$ cat config.mk
export PLATFORM = sky130hd
export DESIGN_NAME = seq2_stepper
export DESIGN_NICKNAME = d
export VERILOG_FILES = /design/src/rtl/seq2_pkg.sv /design/src/rtl/seq2_order_logic.sv /design/src/rtl/seq2_member.sv /design/src/rtl/seq2_stepper.sv
export SDC_FILE = /design/constraint.sdc
export NUM_CORES = 1
export LEC_CHECK = 0
export ABC_CLOCK_PERIOD_IN_PS = 2500
export CAP_MARGIN = 10
export CORE_AREA = 2 2 39 41
export CTS_CLUSTER_SIZE = 25
export DETAILED_ROUTE_END_ITERATION = 7
export DIE_AREA = 0 0 41 43
export PLACE_DENSITY = 0.31
export SETUP_SLACK_MARGIN = 0.2
export SYNTH_ARGS = -nofsm -noshare
export SYNTH_HDL_FRONTEND = slang
export SYNTH_SLANG_ARGS = --single-unit
$ cat constraint.sdc
create_clock -name clk -period 2.5 [get_ports clk]
set_input_delay 0.25 -clock clk [delete_from_list [all_inputs] [get_ports clk]]
set_output_delay 0.25 -clock clk [all_outputs]
set_load 0.005 [all_outputs]
$ cat src/rtl/seq2_pkg.sv
package seq2_pkg;
    localparam int STATE_W = 2;
    typedef logic [STATE_W-1:0] state_t;

    localparam state_t ST_00 = 2'b00;
    localparam state_t ST_01 = 2'b01;
    localparam state_t ST_10 = 2'b10;
    localparam state_t ST_11 = 2'b11;

    typedef struct packed {
        state_t st;
    } seq_regs_t;
endpackage

$ cat src/rtl/seq2_order_logic.sv
// Successor of the present state for the selected order.
module seq2_order_logic
    import seq2_pkg::*;
(
    input  state_t cur_i,
    input  logic   short_i,
    output state_t nxt_o
);
    state_t long_nxt;
    state_t short_nxt;

    // four-code walk: 00 -> 11 -> 10 -> 01 -> 00
    always_comb begin
        unique case (cur_i)
            ST_00:   long_nxt = ST_11;
            ST_11:   long_nxt = ST_10;
            ST_10:   long_nxt = ST_01;
            default: long_nxt = ST_00;
        endcase
    end

    // three-code walk: 00 -> 10 -> 01 -> 00; stray 11 recovers to 00
    always_comb begin
        unique case (cur_i)
            ST_00:   short_nxt = ST_10;
            ST_10:   short_nxt = ST_01;
            ST_01:   short_nxt = ST_00;
            default: short_nxt = ST_00;
        endcase
    end

    assign nxt_o = short_i ? short_nxt : long_nxt;
endmodule

$ cat src/rtl/seq2_member.sv
// Tells whether the present state sits on the selected loop.
module seq2_member
    import seq2_pkg::*;
(
    input  state_t cur_i,
    input  logic   short_i,
    output logic   member_o
);
    always_comb begin
        member_o = 1'b1;
        if (short_i && (cur_i == ST_11)) begin
            member_o = 1'b0;
        end
    end
endmodule

$ cat src/rtl/seq2_stepper.sv
module seq2_stepper
    import seq2_pkg::*;
(
    input  logic clk,
    input  logic rst,
    input  logic step_en_a,
    input  logic step_en_b,
    input  logic order_sel,
    output logic state_a,
    output logic state_b,
    output logic in_cycle
);
    seq_regs_t regs_d;
    seq_regs_t regs_q;
    state_t    succ;
    logic      advance;

    seq2_order_logic u_order (
        .cur_i   (regs_q.st),
        .short_i (order_sel),
        .nxt_o   (succ)
    );

    seq2_member u_member (
        .cur_i    (regs_q.st),
        .short_i  (order_sel),
        .member_o (in_cycle)
    );

    assign advance = step_en_a & step_en_b;

    always_comb begin
        regs_d = regs_q;
        if (rst) begin
            regs_d.st = ST_00;
        end else if (advance) begin
            regs_d.st = succ;
        end
    end

    always_ff @(posedge clk) begin
        regs_q <= regs_d;
    end

    assign state_a = regs_q.st[1];
    assign state_b = regs_q.st[0];
endmodule

Yosys cells after proc, flatten, opt, wreduce, memory -nomap -nowiden
Cells that the tools add are included.
{ "word_totals": {"register_bits": 2, "mem_count": 0, "mem_bits_rw": 0, "latch_bits": 0, "in_bits": 5, "output_inout_bits": 3, "romBits": 0, "elab_cells": 10} }
{ "classes": {"n_addsub": 0, "mul": 0, "n_lt_le_gt_ge": 0, "n_mux": 4, "reduce_logical": 2, "eq_ne": 2, "n_shift": 0, "div_mod_pow": 0, "n_bitwise": 1} }
{ "ops": {"columns": ["cell", "count"], "rows": [
  ["$pmux W2 S3", 1],
  ["$eq A2 B2 Y1 const B", 2],
  ["$pmux W2 S2", 1],
  ["$logic_not A2 Y1", 1],
  ["$mux W2", 1],
  ["$and A1 B1 Y1", 1],
  ["$logic_and A1 B1 Y1", 1],
  ["$mux W1", 1]
]} }

Longest topological paths before layout
Gate-level depths: netlist (run 1).
{ "logic_depth": {"depth_word": 3, "mapped_depth": 4, "depth_no_buf": 4} }

Cells and area by module
A second synthesis (run 1) with hierarchy kept.
{ "hier_totals": {"cells_unflattened": 17, "hier_area_um2": 143.9} }
{ "modules_own_cells": {"columns": ["module", "area_each_um2", "cells_per_inst", "n_inst", "seq_area_each_um2"], "rows": [
  ["seq2_stepper", 80.1, 8, 1, 40.0],
  ["seq2_order_logic", 58.8, 8, 1, 0.0],
  ["seq2_member", 5.0, 1, 1, 0.0]
]} }

Worst setup path before layout (run 1)
OpenSTA, ideal clock, no wires.
{ "synth_timing": {"kind": "reg2reg", "start": "register regs_q[1] in the netlist's numbering", "end": "register regs_q[1] in the netlist's numbering", "path_stages_with_launch": 5, "t_required_ns": 2.409, "arrival_ns": 1.116, "period_less_slack_ns": 1.207, "path_buffers": 0, "setup_ns": 0.091, "slack_ns": 1.293, "path_cell_list": "dfxtp_1 inv_1 ha_1 or2_0 a311oi_1"} }
{ "synth_via": {"elab_chain_len": 3, "word_cells_on_any_way": 6, "classes_between": "eq/ne: 2; mux: 3; reduce/logical: 1"} }
{ "synth_rtl": {"columns": ["item", "line_no", "rtl"], "rows": [
  ["start: declaration", "seq2_stepper.sv:14", "seq_regs_t regs_q;"],
  ["start signal: assignment", "seq2_stepper.sv:42", "regs_q <= regs_d;"],
  ["$eq A2 B2 Y1 (tied with other cells)", "seq2_order_logic.sv:14, seq2_order_logic.sv:24", null],
  ["$pmux W2 S3 or $pmux W2 S2 (tied branches)", "seq2_order_logic.sv:14, seq2_order_logic.sv:24", null],
  ["$mux W2 (*)", "seq2_order_logic.sv:32", "assign nxt_o = short_i ? short_nxt : long_nxt;"]
]} }
Every way passes the cells marked *; elsewhere a longest branch is shown, timed or not.
A chain may end at the register's enable or synchronous reset.

Final worst setup path (run 1)
{ "layout_timing": {"start": "register regs_q[1] in the netlist's numbering", "end": "output in_cycle"} }
{ "layout_via": {"elab_chain_len": 3} }
{ "layout_rtl": {"columns": ["item", "line_no", "rtl"], "rows": [
  ["$eq A2 B2 Y1", "seq2_member.sv:11", "if (short_i && (cur_i == ST_11)) begin"],
  ["$logic_and A1 B1 Y1", "seq2_member.sv:11", null],
  ["$mux W1", "seq2_member.sv:11", null],
  ["end: declaration", "seq2_stepper.sv:11", "output logic in_cycle"]
]} }
Every way passes these cells.

==> summary.txt, run 1 <==
Logic synthesis
  • Multiplexer area fraction after synthesis: 0%
  • Post-synthesis compound-gate area fraction: 19.3%
  • Synth top area cells: dfxtp_1, ha_1, a311oi_1
  • Synth top area share: 28.1%
  • Synth warn: 0
  • Synth cell types: 9
  • Mapped Area: 143 um^2
  • Seq cells post-synth: 2
  • Syn_area_per_cell: 8.39 um^2
  • Post-Synth Adder-Cell Area: 26.3%
  • Main combinational cell family by area after synthesis: adder cells
  • Synth Instances: 17
  • Post-Syn Nets: 25
  • Seq/Total Area, Yosys: 28.1%
  • Synth Area in XOR/XNOR: 0%
  • Synth Area in Simple Gates: 18.4%
  • Largest area contributor in the netlist: dfxtp_1

Layout
  • P&R area growth vs syn: 78.9%
  • Layout cells sized above 1: 11.1%
  • Largest reg by FF count: regs_q
  • Filler instances: 161
  • N_diodes: 0
  • Final #Nets: 37
  • Largest registers: regs_q (2)
  • Max reg flops: 2

Clock tree
  • Resize count post-CTS: 0
  • CTS tree: built
  • Postcts setup bufs: 0
  • Sink Count: 2
  • CTS root buffer: clkbuf_4
  • Worst-skew pair later-pin latency: 220 ps
  • CTS H-tree depth: 1
  • TritonCTS Buffers: 3
  • CTS Hold Bufs: 0
  • CTS clock-pin slew for the worst setup and hold paths: 30 ps
  • Max clock buf depth: 2

Timing
  • Tcrit/Tclk final: 62.8%
  • Final Hold Violating Endpoints: 0
  • FMAX: 0.637 GHz
  • Final Slew Violations: 0
  • Layout Skew: 0.697 ps
  • Setup violators final: 0
  • Slew at the pin closest to its max-slew limit: 215 ps
  • RSZ-0062 raised after global routing: no
  • Setup TNS: 0 ps
  • Minimum clock period: 1570 ps
  • Slew headroom: 85.5%

Hold path
  • Hold Path Class: flip-flop to flip-flop
  • Min-delay src: regs_q[0]$_SDFFE_PP0P_
  • Hold Path Sink: regs_q[0]$_SDFFE_PP0P_
  • Hold Path Depth: 2

Critical path
  • Data arrival, critical path: 1320 ps
  • Flop-to-flop setup slack: 1190 ps
  • CP peak stage delay: 490 ps
  • Worst R2R Start: regs_q[1]$_SDFFE_PP0P_
  • CP Class: flip-flop to output pin
  • Crit-path max FO: 5
  • CP Data Required Time: 2250 ps
  • CP delay by family, top: buffers and inverters
  • Reg2Reg Depth: 4
  • Crit end category: output pin
  • Crit Reg-Reg Endpoint: regs_q[1]$_SDFFE_PP0P_
  • Startpoint Class: flip-flop
  • WP buf/inv: 1
  • Crit-path cells: ha_1 -> nand2_1 -> clkdlybuf4s50_1
  • CP max stage cell: clkdlybuf4s50_1

Power and ir drop
  • Lkg Pwr: 0.101 nW
  • Psw: 31.3 uW
  • Final Power: 134 uW
  • Switching Fraction: 23.4%
  • Clock power frac: 53.9%
  • Power Density: 525 nW/um^2
  • Power share of the combinational group: 18.1%
  • Worst IR Drop VDD: 0.0000897 V
  • Pint: 103 uW
  • Part of the power in registers: 28.0%

Die
  • Die Area: 1760 um^2
  • Core area: 1380 um^2
  • Die H: 43 um
  • Num rows: 14
  • # IOs: 8
  • Starting Density: 10.3%
  • Die X: 41 um

Global route
  • GRT overflow: 0
  • GRT Overall Usage: 5.81%
  • First-pass GRT wire length: 586 um
  • Vias in the first global route: 142
  • Antenna violations before repair: 0
  • Largest net degree at the start of global routing: 6

Placement
  • Gpl congestion: 0.517
  • Port bufs: 7

Outcome
  • Status: finished, final reports clean

Route
  • Via density: 3.44
  • Iteration-0 DRC Markers: 4
  • Routed wire length: 367 um
  • Drt drc: 0
  • DR pass1 iterations: 2
  • DR vias: 148
  • Routed Antenna Nets: 0
  • Drt wl/cell: 8.53 um

Flow run
  • Max-Cap Viols: 0
==> cells in the final DEF, fill, tap and decap left out <==
| cell type | count |
|---|---|
| a21oi_1 | 2 |
| or2_0 | 1 |
| and2_1 | 1 |
| clkbuf_4 | 3 |
| dfxtp_1 | 2 |
| nand2b_1 | 1 |
| inv_1 | 3 |
| ha_1 | 3 |
| clkdlybuf4s50_1 | 7 |
| a311oi_1 | 2 |
| nand2_1 | 2 |
==> metrics by stage <==
step	util [%]	cell area, um^2	instances	worst slack [ps]	hold WS [ps]
floorplan	-	143	17	1290	322
global placement	16.8	233	40	968	574
detailed placement	16.8	233	40	978	572
CTS	18.4	255	43	909	576
global route	18.4	255	43	840	590
finish	18.4	255	43	930	569
==> kinds of logic after synthesis <==
family,Yosys count
buffers and inverters,3
AND/OR/NAND/NOR,5
AO/OA/AOI/OAI,4
adder cells (fa/ha/maj),3
flip-flops,2
==> cells in the mapped netlist <==
master / number
inv_1: 3
or2_0: 1
ha_1: 3
and2_1: 1
a311oi_1: 2
dfxtp_1: 2
a21oi_1: 2
nand2_1: 2
nand2b_1: 1
==> worst max path at each step <==
stage | start | to | cells past startpoint
6_report | regs_q[1]$_SDFFE_PP0P_ | in_cycle | 3
5_1_grt | regs_q[1]$_SDFFE_PP0P_ | in_cycle | 3
4_1_cts | regs_q[1]$_SDFFE_PP0P_ | in_cycle | 3
3_5_place_dp | order_sel | in_cycle | 3
3_3_place_gp | order_sel | in_cycle | 3
2_1_floorplan | regs_q[1]$_SDFFE_PP0P_ | regs_q[1]$_SDFFE_PP0P_ | 4
==> layer usage <==
metal	GRT usage (%)	part of all wire [%]
met3	3.66	18
met4	8.00	2.7
met1	6.37	45
met2	5.94	34
met5	0	0
==> worst register-to-register path: stages, from the launching register on <==
cell and delay, ps:
dfxtp_1 400, inv_1 70, ha_1 280, or2_0 210, a311oi_1 270
==> final cells by class <==
type,instances,area [um^2],share of cell area [%]
multi-input combinational,12,91.3,35.8
timing repair buffer,7,70.1,27.5
sequential,2,40.0,15.7
clock buffer,3,22.5,8.82
tap,16,20.0,7.84
inverter,3,11.3,4.41
==> power groups by stage <==
stage	Sequential [mW]	Combinational (mW)	Clock, mW
6_report	0.0375	0.0243	0.0722
5_1_grt	0.0381	0.0272	0.0820
4_1_cts	0.0376	0.0246	0.0766
3_5_place_dp	0.0381	0.0243	0
3_3_place_gp	0.0380	0.0242	0
2_1_floorplan	0.0374	0.0100	0
Note: power is estimated with default switching activity, not from simulation.
==> inputs of run 2 (changes only) <==
- ABC_CLOCK_PERIOD_IN_PS: 2500 -> 1600
- clock period: 2.5 -> 1.6 ns (I/O delays scaled with it)
==> run 2 against run 1 <==
Combinational power up 55%. Flip-flop and latch count unchanged. Die area unchanged. Worst hold slack worse by 60 ps. Clock-buffer cell count unchanged. Core utilization unchanged. Power up 55%. Critical path type is now flip-flop to flip-flop. Largest cell class unchanged.
==> summary.txt, run 2 (synthesized netlist as in run 1, its figures left out) <==
Global route
  • First-pass GRT wire length: 455 um (was 586 um)
  • GRT Overall Usage: 4.50% (was 5.81%)
  • Largest net degree at the start of global routing: 6 (unchanged)
  • Antenna violations before repair: 0 (unchanged)
  • GRT overflow: 0 (unchanged)
  • Vias in the first global route: 135 (was 142)

Power and ir drop
  • Worst IR Drop VDD: 0.000121 V (was 0.0000897 V)
  • Power Density: 813 nW/um^2 (was 525 nW/um^2)
  • Final Power: 208 uW (was 134 uW)
  • Lkg Pwr: 0.0995 nW (was 0.101 nW)

Critical path
  • Crit end category: flip-flop (was output pin)
  • CP Data Required Time: 1720 ps (was 2250 ps)
  • CP Class: flip-flop to flip-flop (was flip-flop to output pin)
  • Data arrival, critical path: 1400 ps (was 1320 ps)
  • Crit-path max FO: 4 (was 5)
  • Startpoint Class: flip-flop (unchanged)

Placement
  • Gpl congestion: 0.538 (was 0.517)
  • Port bufs: 7 (unchanged)
  • Placed Cells: 40 (unchanged)
  • Final HPWL DP: 257 um

Clock tree
  • TritonCTS Buffers: 3 (unchanged)
  • Resize count post-CTS: 2 (was 0)
  • CTS tree: built (unchanged)
  • Max clock buf depth: 2 (unchanged)
  • Sink Count: 2 (unchanged)
  • Worst-skew pair later-pin latency: 220 ps (about the same)
  • CTS root buffer: clkbuf_4 (unchanged)
  • CTS clock-pin slew for the worst setup and hold paths: 30 ps (about the same)
  • CTS Hold Bufs: 0 (unchanged)
  • CTS H-tree depth: 1 (unchanged)
  • Postcts setup bufs: 0 (unchanged)

Timing
  • Minimum clock period: 1280 ps
  • Tcrit/Tclk final: 80.0%
  • Final Slew Violations: 0 (unchanged)
  • Final Hold Violating Endpoints: 0 (unchanged)
  • Setup TNS: 0 ps (unchanged)
  • Min Hold Slack: 509 ps (was 569 ps)
  • Slew at the pin closest to its max-slew limit: 211 ps (was 215 ps)
  • Setup violators final: 0 (unchanged)
  • Slew headroom: 85.8% (was 85.5%)
  • FMAX: 0.782 GHz
  • Layout Skew: 0.317 ps (was 0.697 ps)
  • RSZ-0062 raised after global routing: no (unchanged)

Die
  • Num rows: 14 (unchanged)
  • Die H: 43 um (unchanged)
  • Die Area: 1760 um^2 (unchanged)
  • # IOs: 8 (unchanged)
  • Core area: 1380 um^2 (unchanged)
  • Starting Density: 10.3% (unchanged)
  • Die X: 41 um (unchanged)

Layout
  • Commonest non-fill, non-tap cell in the layout: clkdlybuf4s50_1 (unchanged)
  • Layout cells sized above 1: 14.8% (was 11.1%)
  • Max reg flops: 2 (unchanged)
  • Most frequent cells in the layout: clkdlybuf4s50_1, inv_1, ha_1, clkbuf_4 (unchanged)
  • Largest reg by FF count: regs_q (unchanged)
  • Final #Nets: 37 (unchanged)
  • Largest registers: regs_q (2) (unchanged)
  • Final Core Density: 18.4% (unchanged)
  • N_diodes: 0 (unchanged)
  • P&R area growth vs syn: 78.9% (unchanged)
  • Fin cells: 43 (unchanged)

Hold path
  • Hold Path Class: primary input to flip-flop (was flip-flop to flip-flop)

Outcome
  • Status: finished, final reports clean (unchanged)

Route
  • Routed Antenna Nets: 0 (unchanged)
  • Iteration-0 DRC Markers: 0 (was 4)
  • DR vias: 142 (was 148)
  • Routed wire length: 349 um (was 367 um)
  • Drt drc: 0 (unchanged)
  • Drt wl/cell: 8.12 um (was 8.53 um)
  • DR pass1 iterations: 1 (was 2)
  • Via density: 3.30 (was 3.44)

Flow run
  • Max-Cap Viols: 0 (unchanged)
[run 2: cell types whose count changed in the layout (fill, tap and decap cells not counted)]
| cell | previous run | this run |
|---|---|---|
| clkdlybuf4s50_1 | 7 | 6 |
| dfxtp_1 | 2 | 1 |
| dfxtp_2 | 0 | 1 |
| dlygate4sd2_1 | 0 | 1 |
[run 2: area by class of cell]
class / instances / area, um^2
inverter: 3 / 11.3
multi-input combinational: 12 / 91.3
sequential: 2 / 41.3
fill: 158 / 1130
clock buffer: 3 / 22.5
tap: 16 / 20.0
timing repair buffer: 7 / 68.8
[run 2: final timing paths]
check / startpoint / to / slack, ps / depth (start not counted)
setup reg to reg: regs_q[0]$_SDFFE_PP0P_ / regs_q[1]$_SDFFE_PP0P_ / 320 / 4
hold reg to reg: regs_q[1]$_SDFFE_PP0P_ / regs_q[1]$_SDFFE_PP0P_ / 550 / 2
setup / recovery: regs_q[0]$_SDFFE_PP0P_ / regs_q[1]$_SDFFE_PP0P_ / 320 / 4
hold / removal: rst / regs_q[1]$_SDFFE_PP0P_ / 510 / 2
[run 2: per-layer routing]
metal  track usage, %  share of wire (%)  vias to the layer above
met5                0                  0                        -
met4             8.00                  0                        0
met3             2.09                 17                        0
met2             4.06                 36                        8
met1             5.10                 47                       57
li1                 -                  -                       77
[run 2: worst max-delay path: stages (launching register included)]
cell,delay [ps]
dfxtp_1,370
inv_1,80
ha_1,260
or2_0,210
a311oi_1,260
[run 2: per-stage QoR]
step / instance area [um^2] / setup slack [ps]
floorplan: 143 / 393
global placement: 233 / 267
detailed placement: 233 / 253
CTS: 255 / 304
global route: 255 / 250
finish: 255 / 321
[run 2: report_power, final]
part | switching (mW) | internal (mW) | leakage, nW | total (mW)
combinational | 0.0143 | 0.0234 | 0.0688 | 0.0377
clock | 0.0283 | 0.0827 | 0.0138 | 0.111
sequential | 0.00455 | 0.0543 | 0.0169 | 0.0589
